===== src/rtl/eid_pkg.sv =====
package eid_pkg;

    typedef enum logic {
        TRIG_LEVEL = 1'b0,
        TRIG_EDGE  = 1'b1
    } trig_mode_e;

    // Per-cycle sampling result handed from the sampler to the flag logic
    typedef struct packed {
        logic valid;   // strobe cycle: a sample is taken now
        logic level;   // synchronized pin level at this sample
        logic fall;    // high-then-low across two consecutive samples
    } smp_evt_t;

    // Software access to the flag
    typedef struct packed {
        logic wr;
        logic val;
    } sw_cmd_t;

    // Inactive level of an active-low pin
    localparam logic PIN_IDLE = 1'b1;

    function automatic logic fall_seen(input logic prev, input logic cur);
        return prev & ~cur;
    endfunction

endpackage


===== src/rtl/eid_sync.sv =====
module eid_sync #(
    parameter int  STAGES  = 2,
    parameter logic RST_VAL = 1'b1
) (
    input  logic clk,
    input  logic rst,
    input  logic d,
    output logic q
);
    logic [STAGES-1:0] chain;

    generate
        for (genvar i = 0; i < STAGES; i++) begin : g_stage
            if (i == 0) begin : g_first
                always_ff @(posedge clk) begin
                    if (rst) chain[i] <= RST_VAL;
                    else     chain[i] <= d;
                end
            end else begin : g_rest
                always_ff @(posedge clk) begin
                    if (rst) chain[i] <= RST_VAL;
                    else     chain[i] <= chain[i-1];
                end
            end
        end
    endgenerate

    assign q = chain[STAGES-1];
endmodule


===== src/rtl/eid_sampler.sv =====
module eid_sampler
    import eid_pkg::*;
(
    input  logic     clk,
    input  logic     rst,
    input  logic     stb,
    input  logic     din,
    output smp_evt_t evt
);
    logic last_q;

    always_ff @(posedge clk) begin
        if (rst)      last_q <= PIN_IDLE;
        else if (stb) last_q <= din;
    end

    always_comb begin
        evt.valid = stb;
        evt.level = din;
        evt.fall  = stb & fall_seen(last_q, din);
    end
endmodule


===== src/rtl/eid_mode_reg.sv =====
module eid_mode_reg
    import eid_pkg::*;
(
    input  logic       clk,
    input  logic       rst,
    input  logic       wr_en,
    input  logic       wr_val,
    output trig_mode_e mode
);
    always_ff @(posedge clk) begin
        if (rst)        mode <= TRIG_LEVEL;
        else if (wr_en) mode <= trig_mode_e'(wr_val);
    end
endmodule


===== src/rtl/eid_flag.sv =====
module eid_flag
    import eid_pkg::*;
(
    input  logic       clk,
    input  logic       rst,
    input  trig_mode_e mode,
    input  smp_evt_t   evt,
    input  sw_cmd_t    sw,
    input  logic       ack,
    output logic       flag
);
    logic flag_nxt;

    always_comb begin
        flag_nxt = flag;
        if (sw.wr) begin
            flag_nxt = sw.val;
        end else if (mode == TRIG_LEVEL) begin
            if (evt.valid) flag_nxt = ~evt.level;
        end else begin
            if (evt.fall)  flag_nxt = 1'b1;
            else if (ack)  flag_nxt = 1'b0;
        end
    end

    always_ff @(posedge clk) begin
        if (rst) flag <= 1'b0;
        else     flag <= flag_nxt;
    end
endmodule


===== src/rtl/ext_irq_detect.sv =====
module ext_irq_detect
    import eid_pkg::*;
#(
    parameter int SYNC_STAGES = 2
) (
    input  logic clk,
    input  logic rst,
    input  logic mc_stb,
    input  logic pin_raw,
    input  logic mode_wr_en,
    input  logic mode_wr_val,
    input  logic sw_wr_en,
    input  logic sw_wr_val,
    input  logic vec_ack,
    output logic req_flag,
    output logic trig_mode
);
    logic       pin_sync;
    smp_evt_t   smp_evt;
    sw_cmd_t    sw_cmd;
    trig_mode_e mode_q;
    logic       smp_lvl;
    logic       smp_fall;

    assign sw_cmd.wr  = sw_wr_en;
    assign sw_cmd.val = sw_wr_val;
    assign smp_lvl    = smp_evt.level;
    assign smp_fall   = smp_evt.fall;

    eid_sync #(
        .STAGES (SYNC_STAGES),
        .RST_VAL(PIN_IDLE)
    ) i_sync (
        .clk(clk),
        .rst(rst),
        .d  (pin_raw),
        .q  (pin_sync)
    );

    eid_sampler i_sampler (
        .clk(clk),
        .rst(rst),
        .stb(mc_stb),
        .din(pin_sync),
        .evt(smp_evt)
    );

    eid_mode_reg i_mode (
        .clk   (clk),
        .rst   (rst),
        .wr_en (mode_wr_en),
        .wr_val(mode_wr_val),
        .mode  (mode_q)
    );

    eid_flag i_flag (
        .clk (clk),
        .rst (rst),
        .mode(mode_q),
        .evt (smp_evt),
        .sw  (sw_cmd),
        .ack (vec_ack),
        .flag(req_flag)
    );

    assign trig_mode = mode_q;
endmodule


===== config.mk =====
export PLATFORM = sky130hd
export DESIGN_NAME = ext_irq_detect
export DESIGN_NICKNAME = d
export VERILOG_FILES = /design/src/rtl/eid_pkg.sv /design/src/rtl/eid_sync.sv /design/src/rtl/eid_sampler.sv /design/src/rtl/eid_mode_reg.sv /design/src/rtl/eid_flag.sv /design/src/rtl/ext_irq_detect.sv
export SDC_FILE = /design/constraint.sdc
export NUM_CORES = 1
export LEC_CHECK = 0
export ABC_AREA = 1
export BUFFER_PORTS_ARGS = -buffer_cell sky130_fd_sc_hd__buf_2
export CORE_AREA = 2 2 39 41
export DETAILED_ROUTE_END_ITERATION = 7
export DIE_AREA = 0 0 41 43
export GPL_ROUTABILITY_DRIVEN = 0
export SLEW_MARGIN = 20
export SYNTH_ARGS = -nofsm -noshare
export SYNTH_HDL_FRONTEND = slang
export SYNTH_HIERARCHICAL = 1
export SYNTH_SLANG_ARGS = --single-unit

===== constraint.sdc =====
create_clock -name clk -period 2.4 [get_ports clk]
set_input_delay 0.24 -clock clk [delete_from_list [all_inputs] [get_ports clk]]
set_output_delay 0.24 -clock clk [all_outputs]
set_load 0.05 [all_outputs]

==> results of run 1 <==
worst min-delay path, cell delays in order:
cell and delay, ns:
buf_2 0.07, inv_1 0.03, nand2_1 0.04
routing by layer:
| metal | part of all wire [%] | wire, um | vias up |
|---|---|---|---|
| li1 | - | - | 131 |
| met1 | 41 | 173 | 93 |
| met2 | 50 | 210 | 6 |
| met3 | 8.8 | 37 | 0 |
| met4 | 0 | 0 | 0 |
| met5 | 0 | 0 | - |
worst min path at each step:
stage	from	end	slack, ns	cells after the start
6_report	pin_raw	i_sync/chain[0]	0.17	3
5_1_grt	pin_raw	i_sync/chain[0]	0.19	3
2_1_floorplan	pin_raw	i_sync/chain[0]	0.32	2
3_5_place_dp	i_sync/chain[0]	i_sync/q	0.40	2
3_3_place_gp	i_sync/chain[0]	i_sync/q	0.40	2
4_1_cts	pin_raw	i_sync/chain[0]	0.16	3
sequential cells by signal, indices dropped and copies added (netlist names):
register	flops
i_flag/flag	1
i_mode/mode	1
i_sync/chain	1
i_sampler/last_q	1
i_sync/q	1
where the power goes:
part           total [mW]  switching, mW  internal (mW)
Combinational      0.0341         0.0211         0.0130
Sequential         0.0919        0.00355         0.0884
Clock              0.0949         0.0322         0.0627
logic make-up after synthesis:
kind of cell	Yosys count
DFF	5
buffers and inverters	13
and+or+nand+nor	19
AOI/OAI and AO/OA	2
area by class of cell:
| cell class | instances | area [um^2] |
|---|---|---|
| Fill cell | 159 | 1050 |
| Sequential cell | 5 | 100 |
| Multi-Input combinational cell | 21 | 96.3 |
| Timing Repair Buffer | 10 | 50.0 |
| Inverter | 11 | 41.3 |
| Clock buffer | 4 | 26.3 |
| Tap cell | 16 | 20.0 |
cell usage in the layout, fill, tap and decap left out, types with 2 or more instances in the layout:
cell type,Yosys,layout
nand2_1,9,9
inv_2,2,2
nand2_2,2,2
clkbuf_4,0,3
buf_2,0,10
nor2_2,2,2
inv_1,9,9
dfxtp_1,5,5
nand3_1,2,2
nor2_1,4,4
metrics by stage:
step,power [mW],setup slack (ns)
after CTS,0.228,1.19
after detailed placement,0.128,1.45
after global routing,0.236,1.16
after global placement,0.127,1.48
final,0.221,1.21
after floorplan,0.118,1.28
==> impl_metrics.env, run 1 <==
export IMPL_grt_use_total_pct=6.83
export IMPL_rsz0062_at_grt="no"
export IMPL_synth_edf_count=0
export IMPL_cts_resized_gates=0
export IMPL_synth_seq_cells=5
export IMPL_power_density_nw_per_um2=662
export IMPL_cpPeakStageDelay_ns=0.41
export IMPL_use_met3_pct=2.09
export IMPL_cts_max_level=1
export IMPL_cts_root_buf="clkbuf_4"
export IMPL_status="complete, no violations"
export IMPL_reg2reg_depth=5
export IMPL_yosys_area_share_adder_pct=0
export IMPL_async_flop_share_pct=0
export IMPL_required_ns=2.16
export IMPL_synth_top_family_by_area="simple AND/OR/NAND/NOR gates"
export IMPL_cp_num_buf_inv=1
export IMPL_syn_num_nets=48
export IMPL_postCtsSetupRepairBufs=0
export IMPL_crit_reg2reg_capture="i_flag/flag"
export IMPL_placedCellCount=63
export IMPL_cts_hold_buf=0
export IMPL_maxCapViolCount=0
export IMPL_core_um2=1380
export IMPL_setup_viol_count_final=0
export IMPL_ir_worst_vdd_v=0.000197
export IMPL_final_area_um2=334
export IMPL_yosysTopAreaCell="dfxtp_1"
export IMPL_synthSimpleGateAreaFrac_pct=33.2
export IMPL_fin_crit_ns=1.19
export IMPL_grt_most_used_layer="met2"
export IMPL_utilization_pct=24.1
export IMPL_clk_pin_slew_ns=0.04
export IMPL_n_antenna_cell=0
export IMPL_grt_pass1_wl_um=786
export IMPL_vias=230
export IMPL_areaGrowthSynthToFinish_pct=32.2
export IMPL_grtUsageMet2_pct=8.44
export IMPL_synthMuxAreaShare_pct=0
export IMPL_routedWlPerCell_um=6.27
export IMPL_placed_area_um2=308
export IMPL_grtUsageMet1_pct=8.06
export IMPL_drt_vias_per_instance=3.43
export IMPL_synthXorXnorAreaFrac_pct=0
export IMPL_synth_top_area_share_pct=39.6
export IMPL_path_class="flop to output port"
export IMPL_leakage_nw=0.209
export IMPL_placement_rows=14
export IMPL_drtPass1Iterations=2
export IMPL_postRouteWirelength_um=420
export IMPL_worst_path_stages=1
export IMPL_cp_arrival_ns=0.95
export IMPL_antenna_found_initial=0
export IMPL_die_area_um2=1760
export IMPL_postSynthCellCount=39
export IMPL_worstPathMaxFanout=5
export IMPL_grt_max_degree=6
export IMPL_crit_slowest_cell="dfxtp_1"
export IMPL_path_cells="buf_2"
export IMPL_grt_pass1_vias=229
export IMPL_io_buffers=10
export IMPL_hold_viol_final=0
export IMPL_fin_crit_sh_pct=49.5
export IMPL_final_antenna_net_count=0
export IMPL_r2r_start="i_mode/mode"
export IMPL_r2r_slack_ns=1.56
export IMPL_critPathCapture="trig_mode"
export IMPL_synth_compound_area_share_pct=4.95
export IMPL_tightestPinTransition_ns=0.247
export IMPL_synth_common_cells="inv_1, nand2_1, dfxtp_1"
export IMPL_die_width_um=41
export IMPL_drt_drc_violations_left=0
export IMPL_clkSinkCount=5
export IMPL_critPathLaunchType="flop"
export IMPL_hold_class="input port to flop"
export IMPL_die_h_um=43
export IMPL_fin_hold_ws_ns=0.173
export IMPL_setup_tns_ns=0
export IMPL_fmax_ghz=0.842
export IMPL_synth_area_leaders="dfxtp_1, inv_1, nand2_1, buf_4, nor2_1"
export IMPL_ys_flop_type="dfxtp_1"
export IMPL_crit_start="i_mode/mode"
export IMPL_yosysSeqAreaShare_pct=39.6
export IMPL_drv_slew=0
export IMPL_cts_buffers_inserted=3
export IMPL_ios=11
export IMPL_cts_tree="yes"
export IMPL_dpl_hpwl_um=346
export IMPL_finish_net_count=61
export IMPL_timing_max_slew_rel_slack_pct=83.7
export IMPL_end_kind="output port"
export IMPL_final_cells=67
export IMPL_fin_worst_skew_ns=0.000427
export IMPL_clk_latency_ns=0.24
export IMPL_start_util_pct=18.3
export IMPL_grt_overflow=0
export IMPL_ys_warn_count=6
export IMPL_avgSynthCellArea_um2=6.48
export IMPL_clockBufferDepth=2
export IMPL_syn_area_um2=253
export IMPL_ys_types=11
export IMPL_cp_top_family="flip-flops"
export IMPL_drtIter0Drc=1
export IMPL_drive_above_1_share_pct=37.3
Power figures use the tool's default switching activity.
==> run 2, diff against run 1 <==
- clock period: 2.4 -> 1.2 ns (I/O delays scaled with it)
==> run 2 against run 1 <==
Worst setup slack worse by 1.1 ns. Count of clock-buffer cells in the layout unchanged. First-iteration DRC count down 100%. Largest power group unchanged. Via count down 1.3%. Non-clock buffer count unchanged. Die area unchanged. Worst hold slack worse by 0.12 ns. Final area unchanged. Sequential power up 100%. Highest routed layer unchanged. Utilization unchanged. Sequential cell count unchanged.
==> impl_metrics.env, run 2 (synthesis results as in run 1) <==
export IMPL_status="complete, no violations"
export IMPL_leakage_nw=0.209
export IMPL_cts_max_level=1
export IMPL_worstPathMaxFanout=5
export IMPL_required_ns=1.08
export IMPL_path_class="flop to output port"
export IMPL_cts_tree="yes"
export IMPL_clkSinkCount=5
export IMPL_vias=227
export IMPL_crit_slowest_cell="dfxtp_1"
export IMPL_placement_rows=14
export IMPL_finish_net_count=61
export IMPL_antenna_found_initial=0
export IMPL_final_antenna_net_count=0
export IMPL_final_cell_mix="buf_2, inv_1, nand2_1"
export IMPL_start_util_pct=18.3
export IMPL_setup_viol_count_final=0
export IMPL_layout_setup_ws_ns=0.139
export IMPL_pre_cts_ws_ns=0.323
export IMPL_cp_top_family="flip-flops"
export IMPL_areaGrowthSynthToFinish_pct=32.2
export IMPL_clk_pin_slew_ns=0.05
export IMPL_clk_latency_ns=0.24
export IMPL_clockBufferDepth=2
export IMPL_end_kind="output port"
export IMPL_layout_commonest_cell="buf_2"
export IMPL_grt_overflow=0
export IMPL_postCtsSetupRepairBufs=0
export IMPL_drv_slew=0
export IMPL_routedWlPerCell_um=6.99
export IMPL_fin_crit_ns=1.06
export IMPL_path_cells="buf_2"
export IMPL_postRouteWirelength_um=468
export IMPL_die_area_um2=1760
export IMPL_grt_use_total_pct=6.73
export IMPL_cp_num_buf_inv=1
export IMPL_cts_resized_gates=0
export IMPL_grt_pass1_vias=216
export IMPL_core_um2=1380
export IMPL_power_density_nw_per_um2=1330
export IMPL_critPathLaunchType="flop"
export IMPL_cpPeakStageDelay_ns=0.41
export IMPL_cts_root_buf="clkbuf_4"
export IMPL_r2r_slack_ns=0.33
export IMPL_setup_tns_ns=0
export IMPL_io_buffers=10
export IMPL_dpl_hpwl_um=381
export IMPL_hold_viol_final=0
export IMPL_fin_crit_sh_pct=88.5
export IMPL_drt_drc_violations_left=0
export IMPL_die_width_um=41
export IMPL_drt_vias_per_instance=3.39
export IMPL_grt_pass1_wl_um=772
export IMPL_fin_worst_skew_ns=0.00722
export IMPL_drtPass1Iterations=1
export IMPL_fillers=162
export IMPL_ios=11
export IMPL_die_h_um=43
export IMPL_drtIter0Drc=0
export IMPL_cts_hold_buf=0
export IMPL_cts_buffers_inserted=3
export IMPL_drive_above_1_share_pct=37.3
export IMPL_hold_class="input port to flop"
export IMPL_n_antenna_cell=0
export IMPL_ir_worst_vdd_v=0.000481
export IMPL_fmax_ghz=0.942
export IMPL_utilization_pct=24.1
export IMPL_timing_max_slew_rel_slack_pct=83.4
export IMPL_cp_arrival_ns=0.94
export IMPL_maxCapViolCount=0
export IMPL_grt_max_degree=6
export IMPL_rsz0062_at_grt="no"
export IMPL_tightestPinTransition_ns=0.250
==> run 2: cell counts in the layout (fill, tap and decap cells not counted) <==
No cell type changed its count.
==> run 2: path summary, 6_finish.rpt <==
| path | depth (start not counted) | start | end |
|---|---|---|---|
| worst max register to register | 5 | i_sync/q | i_flag/flag |
| worst max-delay path | 1 | i_mode/mode | trig_mode |
| worst min-delay path | 3 | pin_raw | i_sync/chain[0] |
| worst min register to register | 2 | i_sync/chain[0] | i_sync/q |
==> run 2: metal layers <==
metal / wire [um] / vias up / track usage [%]
li1: - / 131 / -
met1: 224 / 90 / 8.04
met2: 222 / 6 / 9.38
met3: 20 / 0 / 1.57
met4: 0 / 0 / 6.00
met5: 0 / - / 0
==> run 2: area by class of cell <==
class	count	area (um^2)	area share (%)
Inverter	11	41.3	12.4
Timing Repair Buffer	10	50.0	15.0
Clock buffer	4	26.3	7.87
Sequential cell	5	100	30.0
Tap cell	16	20.0	5.99
Multi-Input combinational cell	21	96.3	28.8
==> run 2: power breakdown <==
| group | internal (mW) | switching (mW) |
|---|---|---|
| Clock | 0.126 | 0.0663 |
| Sequential | 0.177 | 0.00726 |
| Combinational | 0.0261 | 0.0431 |
==> run 2: through the flow <==
stage / hold WS, ns / instances / area (um^2) / power (mW)
after floorplan: 0.205 / 39 / 253 / 0.235
after detailed placement: 0.296 / 63 / 308 / 0.257
final: 0.0555 / 67 / 334 / 0.445
after global placement: 0.293 / 63 / 308 / 0.255
after CTS: 0.0538 / 67 / 334 / 0.455
after global routing: 0.0647 / 67 / 334 / 0.472
